## src/rtl/zaddr_gen.sv

```systemverilog
module zaddr_gen #(
  parameter int COORD_W  = 12,
  parameter int PITCH_W  = 12,
  parameter int ADDR_W   = 32,
  parameter bit ALT_TILE = 1'b0
) (
  input  logic               clk,
  input  logic               rst_n,
  input  logic               in_valid,
  output logic               in_ready,
  input  logic [COORD_W-1:0] px,
  input  logic [COORD_W-1:0] py,
  input  logic [COORD_W-1:0] org_x,
  input  logic [COORD_W-1:0] org_y,
  input  logic [PITCH_W-1:0] pitch,
  input  logic               z16,
  input  logic               tiled,
  output logic               out_valid,
  input  logic               out_ready,
  output logic [ADDR_W-1:0]  addr,
  output logic               pitch_err
);
  localparam int TSH = ALT_TILE ? 4 : 3;

  logic [ADDR_W-1:0] ex, ey, ep;
  logic [ADDR_W-1:0] lin, t32, t16, a32, a16, addr_d;
  logic              take, z16_q;

  assign ex = ADDR_W'(px) + ADDR_W'(org_x);
  assign ey = ADDR_W'(py) + ADDR_W'(org_y);
  assign ep = ADDR_W'(pitch);

  assign lin = ex + ey * ep;

  assign t32 = (ey >> TSH) * (ep >> TSH) + (ex >> TSH);
  assign t16 = (ey >> 4) * (ep >> 5) + (ex >> 5);

  assign a32 = ((t32 >> 2) << 12)
             | (ADDR_W'(ex[3] ^ ey[4]) << 11)
             | (ADDR_W'(ey[3]) << 10)
             | (ADDR_W'(t32[1:0]) << 8)
             | (ADDR_W'(ex[4] ^ ey[2]) << 7)
             | (ADDR_W'(ey[1:0]) << 5)
             | (ADDR_W'(ex[2:0]) << 2);

  assign a16 = ((t16 >> 2) << 12)
             | (ADDR_W'(ex[4] ^ ey[4]) << 11)
             | (ADDR_W'(ey[3]) << 10)
             | (ADDR_W'(t16[1:0]) << 8)
             | (ADDR_W'(ex[3]) << 7)
             | (ADDR_W'(ey[2:0]) << 4)
             | (ADDR_W'(ex[2:0]) << 1);

  always_comb begin
    if (tiled) addr_d = z16 ? a16 : a32;
    else       addr_d = z16 ? (lin << 1) : (lin << 2);
  end

  assign in_ready = !out_valid || out_ready;
  assign take     = in_valid && in_ready;

  always_ff @(posedge clk or negedge rst_n) begin
    if (!rst_n) begin
      out_valid <= 1'b0;
      addr      <= '0;
      pitch_err <= 1'b0;
      z16_q     <= 1'b0;
    end else if (take) begin
      out_valid <= 1'b1;
      addr      <= addr_d;
      pitch_err <= |pitch[4:0];
      z16_q     <= z16;
    end else if (out_ready) begin
      out_valid <= 1'b0;
    end
  end

  assert_accept_latency_R6: assert property (@(posedge clk) disable iff (!rst_n)
    in_valid && in_ready |=> out_valid);

  assert_stall_hold_R7: assert property (@(posedge clk) disable iff (!rst_n)
    out_valid && !out_ready |=> out_valid && $stable(addr) && $stable(pitch_err));

  assert_pitch_flag_R8: assert property (@(posedge clk) disable iff (!rst_n)
    in_valid && in_ready && (pitch % 32 != 0) |=> pitch_err);

  assert_aligned_R9: assert property (@(posedge clk) disable iff (!rst_n)
    out_valid |-> !addr[0] && (z16_q || !addr[1]));
endmodule

```

## config.mk

```make
export PLATFORM = sky130hd
export DESIGN_NAME = zaddr_gen
export DESIGN_NICKNAME = d
export VERILOG_FILES = /design/src/rtl/zaddr_gen.sv
export SDC_FILE = /design/constraint.sdc
export NUM_CORES = 1
export LEC_CHECK = 0
export ABC_AREA = 1
export ABC_CLOCK_PERIOD_IN_PS = 1800
export CORE_MARGIN = 2
export CORE_UTILIZATION = 43
export DETAILED_ROUTE_END_ITERATION = 6
export SETUP_SLACK_MARGIN = 0.3
export SYNTH_ARGS = -nofsm -noshare
export SYNTH_HDL_FRONTEND = slang
export SYNTH_SLANG_ARGS = --single-unit
```

## constraint.sdc

```tcl
create_clock -name clk -period 1.8 [get_ports clk]
set_input_delay 0.36 -clock clk [delete_from_list [all_inputs] [get_ports clk]]
set_output_delay 0.36 -clock clk [all_outputs]
set_load 0.005 [all_outputs]
```

==> flow_summary_export.csv <==
group,metric,value,unit
global_routing,grt_util_all_layers,0.296,
sta,setup_viol,28,
sta,period_share,3.15,
min_path,hold_class,"reg2reg",
logic_synthesis,synth_area,0.0120,sq mm
logic_synthesis,yosysWarnings,0,
clocking,htree_levels,2,
placement,dp_slack,-4.76,ns
logic_synthesis,ys_seq_area_frac,0.0646,
flow_run,maxCapViolCount,0,
setup_path,crit_required,1.97,ns
floorplanning,die-area,0.0293,sq mm
clocking,clock_latency,0.28,ns
finish,nNetsFinal,2560,
logic_synthesis,yosys-top-cells-area,"fa_1 27%, ha_1 16%, inv_1 13%",
floorplanning,core_area,0.0276,sq mm
logic_synthesis,async_flop_share,1.00,
sta,finalHoldViolCount,0,
setup_path,worstPathMaxFanout,5,
finish,finish.utilization,0.676,
logic_synthesis,synth_edf_count,0,
setup_path,worst-path-stages,30,
finish,fill_cells,2408,
logic_synthesis,synth_fa_ha_area_frac,0.433,
logic_synthesis,synthMuxAreaShare,0.000834,
global_routing,grt_antenna_before_repair,0,
logic_synthesis,ys_types,52,
logic_synthesis,synth_compound_area_frac,0.0784,
sta,max_freq,0.177,GHz
logic_synthesis,ys_seq_elements,31,
setup_path,cp_slowest_cell,"fa_1",
setup_path,worst_path_most_repeated_cell,"buf_4",
clocking,cts.path.max_buffers,2,
logic_synthesis,synth_top_family_by_area,"adder cells",
setup_path,r2r.worst_path.cells,9,
logic_synthesis,yosys.area_share.simple,0.255,
setup_path,start_kind,"input pin",
sta,min_period,5.66,ns
floorplanning,start_util,0.434,
detailed_routing,wirelength,42.0,mm
finish,num_antenna_cells,0,
detailed_routing,drt_iter0_drc,863,
placement,gp_congestion,0.932,
floorplanning,io_pins,101,
sta,hold_ws,0.474,ns
logic_synthesis,synth_area_per_cell,6.99,sq um
detailed_routing,drc,0,
floorplanning,num_rows,61,
detailed_routing,dr.pass1.iters,5,
clocking,cts_made_buffers,5,
logic_synthesis,yosysTopAreaCell,"fa_1",
floorplanning,die_h,171,um
logic_synthesis,yosys.area.top_type_share,0.272,
outcome,status,"finished, violations left",
global_routing,grt_pass1_wl,67.0,mm
sta,drv_slew,0,
detailed_routing,wl_per_cell,16.4,um
setup_path,slowest_delay,0.53,ns
finish,layout-drive-gt1-share,0.373,
sta,finalClockSkew,0.00221,ns
sta,rsz0062_at_grt,"true",
min_path,hold_path_depth,2,
setup_path,cp.arrival,5.83,ns
setup_path,crit_buf_inv,8,
clocking,cts_tree,"built",
logic_synthesis,synth-xor-area-share,0.0261,
finish,syn_to_final_growth,55.5,%
outcome,failed_checks,"negative setup slack",
logic_synthesis,synthFlopType,"dfrtp_1",
clocking,cts_sinks,31,
detailed_routing,ant_nets,0,
logic_synthesis,syn_inst,1716,
global_routing,grt_max_degree,32,
placement,numPortBuffers,97,
setup_path,cp_top_family,"adder cells",
floorplanning,die_x,171,um
detailed_routing,route.vias.total,12600,
clocking,root_buffer,"clkbuf_16",
setup_path,cp-end-kind,"register",
global_routing,grt_pass1_vias,13200,
clocking,hold_buffers,0,
sta,setup_tns,-96.68,ns
clocking,cts.reportedPaths.clkPinSlew,0.05,ns
sta,setup_ws,-3.86,ns
global_routing,overflow,0,
placement,dpl.hpwl,35.4,mm
detailed_routing,detail_route.vias_per_cell,4.95,
setup_path,setup.worst_path.class,"in2reg",
-- timing repair --
| action | 4_1_cts | 5_1_grt |
|---|---|---|
| pin swaps | 190 | 98 |
| endpoints found under the hold margin | 0 | 0 |
| resized for setup | 357 | 177 |
| cloned | 0 | 0 |
| setup endpoints to repair | 45 | 47 |
| setup buffers | 45 | 26 |
-- cell usage after synthesis, types with 6 or more instances --
cell and instances:
a21oi_1 78, a21oi_2 8, a31oi_1 10, buf_2 8, clkbuf_1 17, dfrtp_1 31, fa_1 163, ha_1 155
inv_1 400, inv_2 6, nand2_1 390, nand2_2 11, nand3_1 115, nand4_1 12, nor2_1 163, o211ai_1 6
o21ai_0 34, or2_2 7, xnor2_1 11, xor2_1 21
-- metal layers --
layer | routed length, um | up-vias | global-route usage
met3 | 2190 | 75 | 0.0402
met5 | 0 | - | 0
met4 | 1190 | 0 | 0.0789
li1 | - | 6158 | -
met1 | 17700 | 6093 | 0.380
met2 | 20900 | 320 | 0.523
-- placed cells by master (no fill, tap or decap), types with 7 or more instances in the layout --
cell             instances
a21oi_1                 52
a21oi_2                 26
a21oi_4                  8
a31oi_1                  9
buf_12                  11
buf_2                    7
buf_4                  327
buf_6                   53
clkdlybuf4s50_1         40
dfrtp_1                 31
dlygate4sd2_1           16
dlymetal6s2s_1          19
fa_1                   152
fa_2                    11
ha_1                   107
ha_4                    46
inv_1                  338
inv_2                   61
nand2_1                292
nand2_2                 73
nand2_4                 35
nand3_1                 77
nand3_2                 35
nand4_1                 12
nor2_1                 117
nor2_2                  23
nor2_4                  30
o21ai_0                 24
o21ai_1                 11
xnor2_1                  7
xor2_1                  14
-- logic make-up (layout without fill, tap and decap cells) --
| group | after synthesis | count (layout) |
|---|---|---|
| buf+inv | 441 | 900 |
| simple gates | 727 | 727 |
| flops | 31 | 31 |
| mux | 1 | 1 |
| fa+ha+maj | 318 | 318 |
| other cells | 1 | 3 |
| xor+xnor | 34 | 34 |
| compound gates | 163 | 163 |
-- registers in the layout, summed over array words and instances, names as in the netlist --
signal     count
out_valid      1
pitch_err      1
addr          29
-- final cells by class --
cell class / instances / area [sq um] / share of cell area
Clock buffer: 8 / 156 / 0.00838
Multi-Input combinational cell: 1246 / 11500 / 0.615
Inverter: 410 / 1570 / 0.0843
Timing Repair Buffer: 482 / 4200 / 0.225
Tap cell: 378 / 473 / 0.0253
Sequential cell: 31 / 776 / 0.0416
-- worst paths after layout --
check                            to  slack, ns      start
hold reg to reg            addr[29]       0.47   addr[29]
max in group asynchronous  addr[29]       1.02      rst_n
hold / removal             addr[29]       0.47   addr[29]
min in group asynchronous   addr[3]       0.48      rst_n
setup / recovery           addr[25]      -3.86   org_y[3]
setup reg to reg           addr[16]       0.34  out_valid
-- through the flow --
step | cells | cell area [sq um]
after floorplan | 1718 | 12600
after global placement | 2476 | 16300
after detailed placement | 2476 | 16300
after CTS | 2529 | 17800
after global routing | 2555 | 18700
final | 2555 | 18700
-- tightest hold or removal path, stage by stage (launching register included) --
cell and delay [ns]:
dfrtp_1 0.34, nand2_1 0.06, nand2_1 0.05
Power is not shown: default switching activity piles up to over one toggle a cycle in this logic, so the estimate is an artifact.
